$ cat src/rtl/sb_pkg.sv
package sb_pkg;
  // Which requester currently holds the memory port.
  typedef enum logic [1:0] {
    OWN_NONE = 2'd0,
    OWN_WR   = 2'd1,
    OWN_RD   = 2'd2
  } own_e;
endpackage

$ cat src/rtl/sb_fifo.sv
module sb_fifo #(
  parameter int DEPTH = 4,
  parameter int AW    = 16,
  parameter int DW    = 32
) (
  input  logic                      clk,
  input  logic                      rst_n,
  input  logic                      push,
  input  logic [AW-1:0]             push_addr,
  input  logic [DW-1:0]             push_data,
  input  logic                      pop,
  output logic [AW-1:0]             head_addr,
  output logic [DW-1:0]             head_data,
  output logic                      empty,
  output logic                      full,
  output logic [$clog2(DEPTH+1)-1:0] occ,
  output logic [DEPTH-1:0][AW-1:0]  ent_addr,
  output logic [DEPTH-1:0]          ent_vld
);
  localparam int PW = (DEPTH > 1) ? $clog2(DEPTH) : 1;
  localparam int CW = $clog2(DEPTH+1);

  logic [DEPTH-1:0][AW-1:0] slot_a;
  logic [DEPTH-1:0][DW-1:0] slot_d;
  logic [DEPTH-1:0]         slot_v;
  logic [PW-1:0]            wr_ptr, rd_ptr;
  logic [CW-1:0]            cnt;

  function automatic logic [PW-1:0] ptr_inc(input logic [PW-1:0] p);
    return (p == PW'(DEPTH-1)) ? '0 : p + 1'b1;
  endfunction

  // Pointers, occupancy and per-slot valid flags.
  always_ff @(posedge clk or negedge rst_n) begin
    if (!rst_n) begin
      wr_ptr <= '0;
      rd_ptr <= '0;
      cnt    <= '0;
      slot_v <= '0;
    end else begin
      if (push) wr_ptr <= ptr_inc(wr_ptr);
      if (pop)  rd_ptr <= ptr_inc(rd_ptr);
      case ({push, pop})
        2'b10:   cnt <= cnt + 1'b1;
        2'b01:   cnt <= cnt - 1'b1;
        default: cnt <= cnt;
      endcase
      for (int i = 0; i < DEPTH; i++) begin
        if (push && wr_ptr == PW'(i))     slot_v[i] <= 1'b1;
        else if (pop && rd_ptr == PW'(i)) slot_v[i] <= 1'b0;
      end
    end
  end

  // Payload storage, no reset needed.
  always_ff @(posedge clk) begin
    for (int i = 0; i < DEPTH; i++) begin
      if (push && wr_ptr == PW'(i)) begin
        slot_a[i] <= push_addr;
        slot_d[i] <= push_data;
      end
    end
  end

  assign head_addr = slot_a[rd_ptr];
  assign head_data = slot_d[rd_ptr];
  assign empty     = (cnt == '0);
  assign full      = (cnt == CW'(DEPTH));
  assign occ       = cnt;
  assign ent_addr  = slot_a;
  assign ent_vld   = slot_v;
endmodule

$ cat src/rtl/sb_addr_match.sv
module sb_addr_match #(
  parameter int DEPTH = 4,
  parameter int AW    = 16
) (
  input  logic [AW-1:0]            probe_addr,
  input  logic [DEPTH-1:0][AW-1:0] ent_addr,
  input  logic [DEPTH-1:0]         ent_vld,
  output logic                     any_hit
);
  logic [DEPTH-1:0] hit_vec;

  for (genvar g = 0; g < DEPTH; g++) begin : g_cmp
    assign hit_vec[g] = ent_vld[g] && (ent_addr[g] == probe_addr);
  end

  assign any_hit = |hit_vec;
endmodule

$ cat src/rtl/sb_port_arb.sv
module sb_port_arb #(
  parameter int AW = 16,
  parameter int DW = 32
) (
  input  logic          clk,
  input  logic          rst_n,
  input  logic          rd_valid,
  input  logic [AW-1:0] rd_addr,
  input  logic          rd_conflict,
  input  logic          wr_pending,
  input  logic [AW-1:0] head_addr,
  input  logic [DW-1:0] head_data,
  input  logic          mem_ready,
  output logic          mem_valid,
  output logic          mem_we,
  output logic [AW-1:0] mem_addr,
  output logic [DW-1:0] mem_wdata,
  output logic          wr_take,
  output logic          rd_ready,
  output logic          rd_blocked
);
  import sb_pkg::*;

  own_e own_q, gnt;

  // A held transaction keeps the port; otherwise a clean read wins.
  always_comb begin
    gnt = OWN_NONE;
    if (own_q == OWN_WR)                gnt = OWN_WR;
    else if (own_q == OWN_RD)           gnt = OWN_RD;
    else if (rd_valid && !rd_conflict)  gnt = OWN_RD;
    else if (wr_pending)                gnt = OWN_WR;
  end

  assign mem_valid  = (gnt == OWN_WR) || ((gnt == OWN_RD) && rd_valid);
  assign mem_we     = (gnt == OWN_WR);
  assign mem_addr   = (gnt == OWN_WR) ? head_addr : rd_addr;
  assign mem_wdata  = (gnt == OWN_WR) ? head_data : '0;
  assign wr_take    = (gnt == OWN_WR) && mem_ready;
  assign rd_ready   = (gnt == OWN_RD) && rd_valid && mem_ready;
  assign rd_blocked = rd_valid && rd_conflict && (own_q != OWN_RD);

  always_ff @(posedge clk or negedge rst_n) begin
    if (!rst_n)                      own_q <= OWN_NONE;
    else if (mem_valid && !mem_ready) own_q <= gnt;
    else                             own_q <= OWN_NONE;
  end
endmodule

$ cat src/rtl/wt_store_buffer.sv
module wt_store_buffer #(
  parameter int DEPTH = 4,
  parameter int AW    = 16,
  parameter int DW    = 32
) (
  input  logic          clk,
  input  logic          rst_n,
  input  logic          st_valid,
  output logic          st_ready,
  input  logic [AW-1:0] st_addr,
  input  logic [DW-1:0] st_data,
  input  logic          rd_valid,
  output logic          rd_ready,
  input  logic [AW-1:0] rd_addr,
  output logic          rd_blocked,
  output logic          mem_valid,
  input  logic          mem_ready,
  output logic          mem_we,
  output logic [AW-1:0] mem_addr,
  output logic [DW-1:0] mem_wdata
);
  localparam int CW = $clog2(DEPTH+1);

  logic                     push, pop, empty, full, conflict;
  logic [AW-1:0]            head_addr;
  logic [DW-1:0]            head_data;
  logic [CW-1:0]            occ;
  logic [DEPTH-1:0][AW-1:0] ent_addr;
  logic [DEPTH-1:0]         ent_vld;

  assign st_ready = !full;
  assign push     = st_valid && st_ready;

  sb_fifo #(.DEPTH(DEPTH), .AW(AW), .DW(DW)) u_fifo (
    .clk(clk), .rst_n(rst_n),
    .push(push), .push_addr(st_addr), .push_data(st_data),
    .pop(pop),
    .head_addr(head_addr), .head_data(head_data),
    .empty(empty), .full(full), .occ(occ),
    .ent_addr(ent_addr), .ent_vld(ent_vld)
  );

  sb_addr_match #(.DEPTH(DEPTH), .AW(AW)) u_match (
    .probe_addr(rd_addr), .ent_addr(ent_addr), .ent_vld(ent_vld),
    .any_hit(conflict)
  );

  sb_port_arb #(.AW(AW), .DW(DW)) u_arb (
    .clk(clk), .rst_n(rst_n),
    .rd_valid(rd_valid), .rd_addr(rd_addr), .rd_conflict(conflict),
    .wr_pending(!empty), .head_addr(head_addr), .head_data(head_data),
    .mem_ready(mem_ready),
    .mem_valid(mem_valid), .mem_we(mem_we), .mem_addr(mem_addr),
    .mem_wdata(mem_wdata),
    .wr_take(pop), .rd_ready(rd_ready), .rd_blocked(rd_blocked)
  );
endmodule

$ cat config.mk
export PLATFORM = sky130hd
export DESIGN_NAME = wt_store_buffer
export DESIGN_NICKNAME = d
export VERILOG_FILES = /design/src/rtl/sb_pkg.sv /design/src/rtl/sb_fifo.sv /design/src/rtl/sb_addr_match.sv /design/src/rtl/sb_port_arb.sv /design/src/rtl/wt_store_buffer.sv
export SDC_FILE = /design/constraint.sdc
export NUM_CORES = 1
export LEC_CHECK = 0
export BUFFER_PORTS_ARGS = -buffer_cell sky130_fd_sc_hd__buf_2
export CORE_UTILIZATION = 52
export DETAILED_ROUTE_END_ITERATION = 12
export GPL_ROUTABILITY_DRIVEN = 0
export PLACE_DENSITY = 0.73
export SYNTH_ARGS = -nofsm -noshare
export SYNTH_HDL_FRONTEND = slang
export SYNTH_SLANG_ARGS = --single-unit
$ cat constraint.sdc
create_clock -name clk -period 5.4 [get_ports clk]
set_clock_uncertainty 0.05 [all_clocks]
set_input_delay 0.54 -clock clk [delete_from_list [all_inputs] [get_ports clk]]
set_output_delay 0.54 -clock clk [all_outputs]
set_load 0.02 [all_outputs]
==> results.md <==
* Reg clk slew, reported paths at 0.06 ns
* Worst slack, placed at 1.61 ns
* Worst skew pair latency at 0.49 ns
* M1 WL at 7.78 mm
* FFs w/ async S/R, synth at 6.34%
* CTS Root Cell: clkbuf_16
* YS warnings at 0
* Detailed Route WL at 18.5 mm
* Synth cell count leaders: 192 x edfxtp_1, 62 x xor2_1, 48 x mux4_2
* Syn Inst Count at 494
* I/O pin count at 122
* Nets at 687
* Top cell type by total area after synthesis: edfxtp_1
* Met3 Routed Length at 1.34 mm
* Initial DRC Count at 358
* Area occupied by multi-input gates at 0.00262 mm2
* First-pass GRT wire length at 28.9 mm
* Min-Delay Path Class: primary input to flip-flop
* Setup TNS at 0 ns
* Ranking of synthesized cells by area: edfxtp_1 64%, mux4_2 12%, xor2_1 6.1%, dfrtp_1 3.6%, and3_1 2.5%
* Largest net degree at the start of global routing at 54
* Placed cell areas at 0.00969 mm2
* Met2 wire len at 9.03 mm
* I/O Buffers at 121
* Rows at 47
* Leakage power at 3.89 nW
* DR WL/cell at 22.0 um
* Crit path kind: flip-flop to output pin
* Floorplan Core Area at 0.0167 mm2
* Layout fillers at 1213
* # resized after CTS at 0
* GRT Util Overall at 21.7%
* Initial Utilization at 53.7%
* Drt drc at 0
* Worst-case clock buffer depth at 3
* Slack of the critical path at 1.37 ns
* First-pass DRT Iterations at 4
* Max-slew violation total from the final report at 0
* Clk sinks at 205
* Avg Vias per Cell at 5.72
* Sequential-to-total area share from yosys stat at 68.0%
* MaxCap Viol Count at 0
* Post-synth EDFFs at 192
* Crit path launch type: flip-flop
* Flop-to-flop setup slack at 2.31 ns
* Crit Path Max Fanout at 37
* Finish-stage setup viols at 0
* Most common cell in the netlist: edfxtp_1
* Die width at 133 um
* Vias at 4823
* Remaining Overflow, GRT at 0
* Power density cells at 526 mW/mm2
* Die Ht at 133 um
* Worst slew pin tran at 1.03 ns
* Slew HR at 31.1%
* Layout cell share with drive strength beyond 1 at 35.7%
* Mapped Nets at 573
* Arrival time worst endpoint at 3.44 ns
* Req. time, crit path at 4.81 ns
* Sequential cell area at 0.00610 mm2
* Area of the mapped netlist at 0.00896 mm2
* Top sig layer: met5
* Count of final hold-check violations at 0
* Initial antenna violation count at 3
* CTS buffer count at 21
* Hold path depth at 1
* Final instance area at 0.0104 mm2
* Htree depth at 1
* Maximum VDD drop at 0.325 mV
* Die area at 0.0178 mm2
* Share of the synthesized area in the top cell type at 64.3%
* Top achievable clock speed at 248 MHz
* Post-synth top flop: edfxtp_1
* Synthesized flop and latch total at 205
* Worst Setup End Kind: output pin
* Reg2Reg Depth at 12
* Area grow syn2layout at 16.0%
* Unrepaired setup endpoints after global routing: false
* Detailed Place HPWL at 11.8 mm
* Distinct cell type count after synthesis at 35
* Vias in the first global route at 5166
* Period utilisation layout at 74.7%
* Syn_area_per_cell at 18.1 um2
* Number of placed cells counting well taps at 804
* CTS tree: built
* Status: completed
* Fin cells at 843
* Tmin final at 4.03 ns
* Routed Antenna Nets at 0
## placed cells by master (no fill, tap or decap), types with 3 or more instances in the layout
cell       instances
o21ai_0            4
buf_2            121
mux2_1             9
bufinv_16          4
dfrtp_1           11
xor2_1            62
and3_2             4
and3_1            32
a21o_1             4
clkbuf_16         21
nor4_1            12
ha_1               9
mux2_4             8
xnor2_1            5
nand4_1            8
inv_1              9
clkinv_1           3
mux4_2            48
clkbuf_1           6
nor2_1             5
nand2_1            9
edfxtp_1         192
buf_4              7
nor3_1             8
## per-stage QoR
stage	utilization (%)	total power, W	hold WS (ns)
2_1_floorplan	-	0.00353	0.194
3_3_place_gp	58.0	0.00402	0.393
3_5_place_dp	58.0	0.00406	0.399
4_1_cts	62.2	0.00553	0.192
5_1_grt	62.2	0.00573	0.198
6_report	62.3	0.00547	0.207
## critical path, cell delays in order (launching register included)
cell,delay (ns)
edfxtp_1,0.42
xor2_1,0.20
nor4_1,0.52
nand4_1,0.19
o22ai_2,0.24
or3_1,0.14
buf_4,0.36
nand2_4,0.29
mux2_1,0.43
buf_2,0.16
## sequential cells by signal (all words and copies together) (netlist names)
name             cells
u_fifo.ent_vld       4
u_arb.own_q          2
u_fifo.ent_addr     64
u_fifo.rd_ptr        2
u_fifo.wr_ptr        2
u_fifo.slot_d      128
u_fifo.occ           3
## cell type report
class,count,area share (%)
clock buffers,27,5.27
inverters,10,0.361
multi-input cells,241,25.2
well taps,220,2.65
repair buffers,129,6.43
flip-flops and latches,205,58.6
clock inverters,9,1.40
diodes,2,0.0481
## report_power, final
group / switching, W / internal [W] / leakage [nW]
clock: 0.000555 / 0.000905 / 0.336
sequential: 0.000257 / 0.00210 / 1.91
combinational: 0.000901 / 0.000754 / 1.64
total: 0.00171 / 0.00376 / 3.89
## routing by layer
metal,up-vias,global-route usage (%)
met2,191,34.5
met1,2445,30.3
met5,-,0
met4,2,6.38
met3,31,4.87
li1,2154,-
## worst paths after layout
| check | startpoint | to |
|---|---|---|
| max | u_fifo.ent_addr[50]$_DFFE_PP_ | mem_addr[5] |
| min | st_data[7] | u_fifo.slot_d[71]$_DFFE_PP_ |
| max reg2reg | u_fifo.ent_addr[50]$_DFFE_PP_ | u_fifo.occ[2]$_DFFE_PN0P_ |
| min reg2reg | u_fifo.ent_vld[2]$_DFFE_PN0P_ | u_fifo.ent_vld[2]$_DFFE_PN0P_ |
| max in group asynchronous | rst_n | u_fifo.rd_ptr[0]$_DFFE_PN0P_ |
| min in group asynchronous | rst_n | u_fifo.ent_vld[2]$_DFFE_PN0P_ |
## cell families (layout without fill, tap and decap cells)
group           after synthesis  after routing  synth area share [%]
compound gates               14             14                  1.17
flops                       205            205                  68.0
mux                          65             65                  14.5
xor+xnor                     67             67                  6.55
fa+ha+maj                    10             10                  1.48
simple gates                 85             85                  5.47
buf+inv                      48            175                  2.83
other cells                   0              2                     0
## what timing repair did
| action | in CTS | in global routing |
|---|---|---|
| setup buffers | 0 | 0 |
| endpoints found under the hold margin | 13 | 0 |
| hold buffers | 1 | 0 |
Power figures use the tool's default switching activity.
